File: src/rtl/pkt_fifo_pkg.sv
package pkt_fifo_pkg;

   localparam logic [31:0] CLEAR_KEY  = 32'h0000_000A;
   localparam int          KIND_READ  = 0;
   localparam int          KIND_WRITE = 1;

   // status word at byte offset 4
   typedef struct packed {
      logic        edge_flag;   // empty (read kind) or full (write kind)
      logic        almost;
      logic        dead;
      logic [12:0] rsvd;
      logic [15:0] count;
   } status_t;

   // identification word at byte offset 0
   typedef struct packed {
      logic [7:0] id;
      logic [6:0] rsvd_h;
      logic       kind;
      logic [7:0] rsvd_m;
      logic [7:0] log_depth;
   } info_t;

endpackage

File: src/rtl/pkt_fifo_ptrs.sv
module pkt_fifo_ptrs #(
   parameter int DEPTH = 16,
   parameter int AW    = $clog2(DEPTH),
   parameter int PW    = AW + 1
) (
   input  logic          clk,
   input  logic          rst_n,
   input  logic          clear,
   input  logic          push,
   input  logic          mark,
   input  logic          restore,
   input  logic          commit,
   input  logic          pop,
   output logic          wr_en,
   output logic [AW-1:0] wr_addr,
   output logic [AW-1:0] rd_addr,
   output logic [PW-1:0] used,
   output logic [PW-1:0] committed,
   output logic          dead
);

   localparam logic [PW-1:0] FULL_CNT = PW'(DEPTH);
   localparam logic [PW-1:0] ONE      = PW'(1);

   logic [PW-1:0] wr_q, cm_q, mk_q, rd_q;
   logic [PW-1:0] wr_n, cm_n, mk_n, rd_n;
   logic          dead_q, dead_n;
   logic          push_ok, pop_ok;

   assign used      = wr_q - rd_q;
   assign committed = cm_q - rd_q;

   assign push_ok = push && !restore && (used != FULL_CNT);
   assign pop_ok  = pop && (cm_q != rd_q);

   always_comb begin
      wr_n = wr_q;
      cm_n = cm_q;
      mk_n = mk_q;
      rd_n = rd_q;
      if (restore) begin
         wr_n = mk_q;
      end else begin
         if (push_ok) wr_n = wr_q + ONE;
         if (mark)    mk_n = wr_n;
         if (commit) begin
            cm_n = wr_n;
            mk_n = wr_n;
         end
      end
      if (pop_ok) rd_n = rd_q + ONE;
      dead_n = dead_q || (((wr_n - rd_n) == FULL_CNT) && (cm_n == rd_n));
   end

   always_ff @(posedge clk or negedge rst_n) begin
      if (!rst_n) begin
         wr_q   <= '0;
         cm_q   <= '0;
         mk_q   <= '0;
         rd_q   <= '0;
         dead_q <= 1'b0;
      end else if (clear) begin
         wr_q   <= '0;
         cm_q   <= '0;
         mk_q   <= '0;
         rd_q   <= '0;
         dead_q <= 1'b0;
      end else begin
         wr_q   <= wr_n;
         cm_q   <= cm_n;
         mk_q   <= mk_n;
         rd_q   <= rd_n;
         dead_q <= dead_n;
      end
   end

   assign wr_en   = push_ok && !clear;
   assign wr_addr = wr_q[AW-1:0];
   assign rd_addr = rd_q[AW-1:0];
   assign dead    = dead_q;

endmodule

File: src/rtl/pkt_fifo_store.sv
module pkt_fifo_store #(
   parameter int DEPTH = 16,
   parameter int DW    = 32,
   parameter int AW    = $clog2(DEPTH)
) (
   input  logic          clk,
   input  logic          wr_en,
   input  logic [AW-1:0] wr_addr,
   input  logic [DW-1:0] wr_data,
   input  logic [AW-1:0] rd_addr,
   output logic [DW-1:0] rd_data
);

   logic [DW-1:0] cells [DEPTH];

   for (genvar g = 0; g < DEPTH; g++) begin : g_cell
      always_ff @(posedge clk) begin
         if (wr_en && (wr_addr == AW'(g))) cells[g] <= wr_data;
      end
   end

   assign rd_data = cells[rd_addr];

endmodule

File: src/rtl/pkt_fifo_regs.sv
module pkt_fifo_regs
   import pkt_fifo_pkg::*;
#(
   parameter int         KIND    = 0,
   parameter int         DEPTH   = 16,
   parameter int         AW      = $clog2(DEPTH),
   parameter int         PW      = AW + 1,
   parameter logic [7:0] INFO_ID = 8'h5A
) (
   input  logic [2:0]    reg_addr,
   input  logic          reg_wen,
   input  logic [31:0]   reg_wdata,
   input  logic [PW-1:0] used,
   input  logic [PW-1:0] committed,
   input  logic          dead,
   output logic [31:0]   reg_rdata,
   output logic          clear
);

   localparam logic [PW-1:0] FULL_CNT = PW'(DEPTH);
   localparam logic [PW-1:0] ONE      = PW'(1);

   logic [15:0] cnt_w;
   logic        edge_w, almost_w;
   status_t     stat;
   info_t       info;

   if (KIND == KIND_READ) begin : g_read
      assign cnt_w    = 16'(committed);
      assign edge_w   = (committed == '0);
      assign almost_w = (committed == ONE);
   end else begin : g_write
      logic [PW-1:0] vac;
      assign vac      = FULL_CNT - used;
      assign cnt_w    = 16'(vac);
      assign edge_w   = (used == FULL_CNT);
      assign almost_w = (vac == ONE);
   end

   always_comb begin
      stat           = '0;
      stat.edge_flag = edge_w;
      stat.almost    = almost_w;
      stat.dead      = dead;
      stat.count     = cnt_w;
      info           = '0;
      info.id        = INFO_ID;
      info.kind      = (KIND == KIND_WRITE);
      info.log_depth = 8'(AW);
   end

   assign reg_rdata = reg_addr[2] ? stat : info;
   assign clear     = reg_wen && !reg_addr[2] && (reg_wdata == CLEAR_KEY);

endmodule

File: src/rtl/pkt_fifo.sv
module pkt_fifo
   import pkt_fifo_pkg::*;
#(
   parameter int         KIND    = 0,
   parameter int         DEPTH   = 16,
   parameter int         DW      = 32,
   parameter logic [7:0] INFO_ID = 8'h5A
) (
   input  logic          clk,
   input  logic          rst_n,
   input  logic          push,
   input  logic [DW-1:0] push_data,
   input  logic          mark,
   input  logic          restore,
   input  logic          commit,
   input  logic          pop,
   output logic [DW-1:0] pop_data,
   output logic          pop_avail,
   input  logic [2:0]    reg_addr,
   input  logic          reg_wen,
   input  logic [31:0]   reg_wdata,
   output logic [31:0]   reg_rdata,
   output logic          err_irq
);

   localparam int AW = $clog2(DEPTH);
   localparam int PW = AW + 1;

   if (KIND != KIND_READ && KIND != KIND_WRITE) begin : g_bad_kind
      $error("pkt_fifo: KIND must be 0 or 1");
   end
   if (DEPTH < 2 || (DEPTH & (DEPTH - 1)) != 0) begin : g_bad_depth
      $error("pkt_fifo: DEPTH must be a power of two, at least 2");
   end
   if (DEPTH > 32768) begin : g_big_depth
      $error("pkt_fifo: DEPTH must fit the 16-bit count field");
   end
   if (DW < 1) begin : g_bad_dw
      $error("pkt_fifo: DW must be positive");
   end

   logic          clear;
   logic          wr_en;
   logic [AW-1:0] wr_addr, rd_addr;
   logic [PW-1:0] used_w, committed_w;
   logic          dead_w;

   pkt_fifo_ptrs #(.DEPTH(DEPTH), .AW(AW), .PW(PW)) u_ptrs (
      .clk       (clk),
      .rst_n     (rst_n),
      .clear     (clear),
      .push      (push),
      .mark      (mark),
      .restore   (restore),
      .commit    (commit),
      .pop       (pop),
      .wr_en     (wr_en),
      .wr_addr   (wr_addr),
      .rd_addr   (rd_addr),
      .used      (used_w),
      .committed (committed_w),
      .dead      (dead_w)
   );

   pkt_fifo_store #(.DEPTH(DEPTH), .DW(DW), .AW(AW)) u_store (
      .clk     (clk),
      .wr_en   (wr_en),
      .wr_addr (wr_addr),
      .wr_data (push_data),
      .rd_addr (rd_addr),
      .rd_data (pop_data)
   );

   pkt_fifo_regs #(
      .KIND(KIND), .DEPTH(DEPTH), .AW(AW), .PW(PW), .INFO_ID(INFO_ID)
   ) u_regs (
      .reg_addr  (reg_addr),
      .reg_wen   (reg_wen),
      .reg_wdata (reg_wdata),
      .used      (used_w),
      .committed (committed_w),
      .dead      (dead_w),
      .reg_rdata (reg_rdata),
      .clear     (clear)
   );

   assign pop_avail = (committed_w != '0);
   assign err_irq   = dead_w;

endmodule

File: config.mk
export PLATFORM = sky130hd
export DESIGN_NAME = pkt_fifo
export DESIGN_NICKNAME = d
export VERILOG_FILES = /design/src/rtl/pkt_fifo_pkg.sv /design/src/rtl/pkt_fifo_ptrs.sv /design/src/rtl/pkt_fifo_store.sv /design/src/rtl/pkt_fifo_regs.sv /design/src/rtl/pkt_fifo.sv
export SDC_FILE = /design/constraint.sdc
export NUM_CORES = 1
export LEC_CHECK = 0
export ABC_CLOCK_PERIOD_IN_PS = 8000
export BUFFER_PORTS_ARGS = -buffer_cell sky130_fd_sc_hd__buf_4
export CORE_AREA = 10 10 199 201
export DETAILED_ROUTE_END_ITERATION = 16
export DIE_AREA = 0 0 209 211
export GPL_TIMING_DRIVEN = 0
export PLACE_DENSITY_LB_ADDON = 0.12
export SLEW_MARGIN = 10
export SYNTH_ARGS = -nofsm -noshare
export SYNTH_HDL_FRONTEND = slang
export SYNTH_SLANG_ARGS = --single-unit
File: constraint.sdc
create_clock -name clk -period 8 [get_ports clk]
set_input_delay 0.4 -clock clk [delete_from_list [all_inputs] [get_ports clk]]
set_output_delay 0.4 -clock clk [all_outputs]
set_load 0.03 [all_outputs]
Word level (Yosys, flattened, before mapping)
Memories as Yosys holds them, arrays and structs flattened.
Cells that the tools add are included.
- bits in registers: 21
- RAM bits: 512
- input port bits: 75
- output and inout bits: 66
- logic and storage cells: 171
- memories kept: 1
- $add $sub $neg: 5
- equal/unequal tests: 22
- muxes and demuxes: 91
- reductions and logical operators: 47
- memory list (name ; words ; bits a word ; read ports ; clocked after Yosys merged registers in ; write ports ; RTL line ; RTL):
    u_store.cells ; 16 ; 32 ; 1 ; 0 ; 1 ; pkt_fifo_store.sv:14 ; logic [DW-1:0] cells [DEPTH];
- operators by type and width (operator ; number):
    32-bit 2-to-1 mux ; 16
    32-bit OR reduction ; 15
    4-bit 2-to-1 mux ; 15
    5-bit 2-to-1 mux ; 12
    1-bit 2-to-1 mux ; 48
    32-bit by 4-bit equality test with 1-bit output, second input constant ; 1
    4-bit equality test, second input constant ; 8
    1-bit logical AND ; 23
    4-bit by 3-bit equality test with 1-bit output, second input constant ; 4
    5-bit subtractor ; 3
    5-bit by 1-bit adder with 5-bit output, second input constant ; 2
    4-bit by 2-bit equality test with 1-bit output, second input constant ; 2
    5-bit by 1-bit equality test with 1-bit output, second input constant ; 1
    5-bit equality test ; 1
    5-bit equality test, second input constant ; 1
    5-bit zero test ; 1
    5-bit inequality test ; 1
    5-bit inequality test, second input constant ; 1
    5-bit nonzero test ; 1
    4-bit by 1-bit equality test with 1-bit output, second input constant ; 1
    4-bit zero test ; 1
    1-bit zero test ; 3
    3-bit nonzero test ; 1
    2-bit by 1-bit inequality test with 1-bit output, second input constant ; 1
    2 further kinds ; 2

Longest topological paths before layout
- depth in word-level cells: 24
- depth in mapped cells: 17
- mapped depth without buffers: 16

Hierarchy
Synthesis repeated with hierarchy kept, for this count alone.
- cells, all modules: 1049
- area, all modules: 21320.4 µm²
- by module, submodules not included (module ; instances ; cells an instance ; area an instance (µm²) ; sequential area each (µm²)):
    pkt_fifo_store ; 1 ; 806 ; 19194.7 ; 15374.7
    pkt_fifo_ptrs ; 1 ; 192 ; 1764.2 ; 525.5
    pkt_fifo_regs ; 1 ; 48 ; 349.1 ; 0.0
    pkt_fifo ; 1 ; 3 ; 12.5 ; 0.0

Worst setup path before layout
Ideal clock, no wire load.
- path kind: register to register
- from: register u_ptrs.rd_q[3]
- to: memory u_store.cells[15][0], enable pin
- library setup time: 0.501 ns
- arrival: 5.040 ns
- required time: 7.499 ns
- path slack: 2.459 ns
- cell stages (with the launch flop): 8
- path buffers: 1
- clock period less this slack: 5.541 ns
- path through: dfrtp_1 > inv_2 > buf_1 > ha_1 > nor2_1 > xnor2_1 > a211oi_4 > nor4_1
- longest elaborated chain between the ends: 23
- elaborated cells between the ends (all ways): 97
- those cells by class: add/sub: 1; eq/ne: 1; mux: 62; reduce/logical: 33
- ends and longest elaborated chain (what ; RTL line ; RTL):
    start: declaration ; pkt_fifo_ptrs.sv:25 ; logic [PW-1:0] wr_q, cm_q, mk_q, rd_q;
    start signal: assignment ; pkt_fifo_ptrs.sv:72 ; rd_q <= rd_n;
    5-bit subtractor * ; pkt_fifo_ptrs.sv:30 ; assign used = wr_q - rd_q;
    5-bit inequality test * ; pkt_fifo_ptrs.sv:33 ; assign push_ok = push && !restore && (used != FULL_CNT);
    1-bit logical AND * ; pkt_fifo_ptrs.sv:33 ;
    1-bit logical AND * ; pkt_fifo_ptrs.sv:77 ; assign wr_en = push_ok && !clear;
    1-bit logical AND ; pkt_fifo_store.sv:18 ; if (wr_en && (wr_addr == AW'(g))) cells[g] <= wr_data;
    1-bit 2-to-1 mux ; pkt_fifo_store.sv:18 ;
    1-bit 2-to-1 mux (implied by the code) ; pkt_fifo_store.sv:18 ;
    32-bit OR reduction (no line) ; - ;
    4-bit 2-to-1 mux (no line) or 1-bit 2-to-1 mux (tied branches) (15 in a row) ; - ;
    end: declaration ; pkt_fifo_store.sv:14 ;
Mark *: on every way between the ends. The rest lies on a longest branch, timed or not.

Worst setup path in the final report
- from: register u_ptrs.rd_q[3]
- to: memory u_store.cells[0][13], enable pin
The elaborated chain is that of the path after synthesis.

==> qor.csv <==
metric,value,unit
worstPathArrival,5400,ps
drive_gt1_frac,0.353,
dpl.hpwl,30500,um
crit_type,register to register,
setup_violations,0,
end_kind,register,
hold_viol_final,0,
die_area,44100,sq um
dpl_cell_area,23400,sq um
ant_nets,0,
register_area,15900,sq um
die_h,211,um
min-delay-start,push_data[14],
htreeDepth,2,
worst_skew_pair.late_latency,600,ps
start_util,0.598,
power_density,354,nW/um^2
stdcell_area,25000,sq um
worst-r2r-setup-slack,2900,ps
maxCapViolations,0,
ir_drop,302,uV
vias,10500,
run_status,completed,
slowest_stage,buf_1,
first_pass_iters,5,
boundaryPins,141,
portBuffers,117,
antenna_found_initial,1,
cts_sinks,533,
grt.overflow.total,0,
timing.max_slew.rel_slack,0.200,
grt_first_pass_wirelength,71200,um
p_switching,0.00288,W
path_cells,inv_2 > buf_1 > ha_1 > o211ai_1 > a211oi_4 > nor3_1 > nand2_1 > nor3_2 > buf_4 > buf_6 > buf_8 > buf_6,
crit_start,u_ptrs.rd_q[3]$_DFF_PN0_,
synthSimpleGateAreaFrac,0.0244,
wl_per_cell,28.1,um
synth-async-reset-ratio,0.0394,
synthFlopType,edfxtp_1,
core,35400,sq um
whs,99.6,ps
nets,1277,
cts_tree,built,
n_fill_cell,2137,
finalCriticalPeriod,5100,ps
critical_path.top_delay_family,buffers and inverters,
ys_seq_area_frac,0.752,
comb_power_share,0.364,
hold_path.class,primary input to register,
cp.required,8300,ps
stdcell_count,1685,
wl,47400,um
worstMarginPinSlew,1200,ps
p_clk_frac,0.262,
finClkSkew,10.7,ps
fin_util,0.705,
timing.critical_path.fanout_max,11,
drt-initial-drc-count,1136,
synth_compound_gate_area_share,0.0105,
netlist_instances,954,
synth_xor_area_frac,0.00787,
synth_edf_count,512,
ys_ff_latch,533,
track_usage,0.218,
swShare,0.326,
start_kind,register,
cts_inserted_buffers,52,
cts_setup_buffers,0,
grt_pass1_vias,10900,
area_delta_synth_final,18.0,%
cp_num_buf_inv,6,
rows,69,
dp_cells,1589,
drc,0,
rsz0062_at_grt,no,
critPathMaxStageDelay,920,ps
synthMuxAreaShare,0.175,
internal_power,0.00596,W
die_x,209,um
yosysWarnings,0,
fin_crit_sh,0.637,
p_seq_frac,0.374,
clkTransAtPathRegs,60,ps
diodes,0,
place.gp.congestion,0.795,
worst_path_most_repeated_cell,buf_6,
synthAdderAreaFrac,0.0116,
synth_area,21200,sq um
timing.rr.start,u_ptrs.rd_q[3]$_DFF_PN0_,
synth_top_family_by_area,multiplexers,
multi_input_area,5050,sq um
synthDistinctLibCells,46,
root_buffer,clkbuf_16,
clk_path_buf_depth,3,
grt_max_degree,22,
finalPower,0.00884,W
power.leakage,8.28,nW
drv_slew,0,
vias_per_cell,6.22,
clock.fmax,196,MHz
avgSynthCellArea,22.2,sq um
[layer usage]
layer,GRT usage,share of wire
met3,0.0418,0.070
met1,0.294,0.40
met4,0.0687,0.024
met2,0.358,0.50
met5,0,0.00042
[sequential cells by signal, indices dropped and copies added, names as in the netlist]
name and count:
u_ptrs.mk_q 5, u_ptrs.cm_q 5, u_ptrs.dead 1, u_ptrs.wr_q 5, u_ptrs.rd_q 5, u_store.cells 512
[final cells by class]
class | instances | area share
clock inverters | 31 | 0.00917
plain buffers | 66 | 0.0134
well taps | 461 | 0.0231
multi-input cells | 361 | 0.202
repair buffers | 155 | 0.0581
inverters | 14 | 0.00211
clock buffers | 64 | 0.0548
flip-flops and latches | 533 | 0.637
[path summary, 6_finish.rpt]
kind | endpoint | depth (start not counted)
worst max register to register | u_store.cells[0][13]$_DFFE_PP_ | 12
max in group asynchronous | u_ptrs.wr_q[1]$_DFF_PN0_ | 2
worst min register to register | u_ptrs.dead$_DFF_PN0_ | 2
min in group asynchronous | u_ptrs.cm_q[1]$_DFF_PN0_ | 2
worst max-delay path | u_store.cells[0][13]$_DFFE_PP_ | 12
worst min-delay path | u_store.cells[0][14]$_DFFE_PP_ | 1
[power by group through the flow]
stage	registers, W	logic, W	clock network (W)
2_1_floorplan	0.00335	0.00220	0
3_5_place_dp	0.00337	0.00325	0
6_report	0.00331	0.00321	0.00232
3_3_place_gp	0.00337	0.00314	0
4_1_cts	0.00331	0.00327	0.00235
5_1_grt	0.00332	0.00344	0.00247
[placed cells by master, fill, tap and decap left out, types with 7 or more instances in the layout]
master and instances:
buf_16 8, inv_1 13, buf_4 151, conb_1 21, xnor2_1 13, nor2_1 24
ha_1 18, nand2_1 15, nor2_4 11, buf_1 15, edfxtp_1 512, dfrtp_1 21
clkinv_2 10, nor3_1 7, buf_6 8, clkbuf_1 38, nor4_1 8, mux4_2 160
clkinv_1 16, clkbuf_16 53
[logic make-up after synthesis]
| kind of cell | count (synthesis) |
|---|---|
| other | 1 |
| multiplexers | 169 |
| AO/OA/AOI/OAI | 29 |
| flip-flops | 533 |
| buffers and inverters | 80 |
| adder cells (fa/ha/maj) | 19 |
| AND/OR/NAND/NOR | 104 |
| XOR/XNOR | 19 |
[cell usage after synthesis, types with 2 or more instances]
master	count	area, sq um
edfxtp_1	512	15400
mux4_2	160	3600
nor2_1	35	131
clkbuf_1	27	101
buf_4	23	173
dfrtp_1	21	526
ha_1	18	225
buf_1	15	56.3
nand2_1	15	56.3
inv_1	13	48.8
xnor2_1	13	114
nor3_1	11	55.1
nor4_1	9	56.3
a21oi_1	6	30.0
mux2i_1	6	60.1
nand2b_1	6	37.5
nand3_1	6	30.0
nor2b_1	6	37.5
xor2_1	6	52.6
nand4_1	5	31.3
o21ai_0	5	25.0
a211oi_1	4	30.0
and2_1	4	25.0
o211ai_1	3	22.5
a21o_1	2	15.0
mux2_2	2	22.5
o21a_1	2	15.0
[timing repair]
| item | in CTS | in global routing |
|---|---|---|
| hold endpoints to repair | 21 | 0 |
| hold buffers | 1 | 0 |
| resized for setup | 0 | 0 |
[stage by stage]
step | TNS, ps | worst slack (ps)
detailed placement | 0 | 2850
finish | 0 | 2900
floorplan | 0 | 2460
CTS | 0 | 2820
global route | 0 | 2530
global placement | -115400 | -1870
Note: power is estimated with default switching activity, not from simulation.
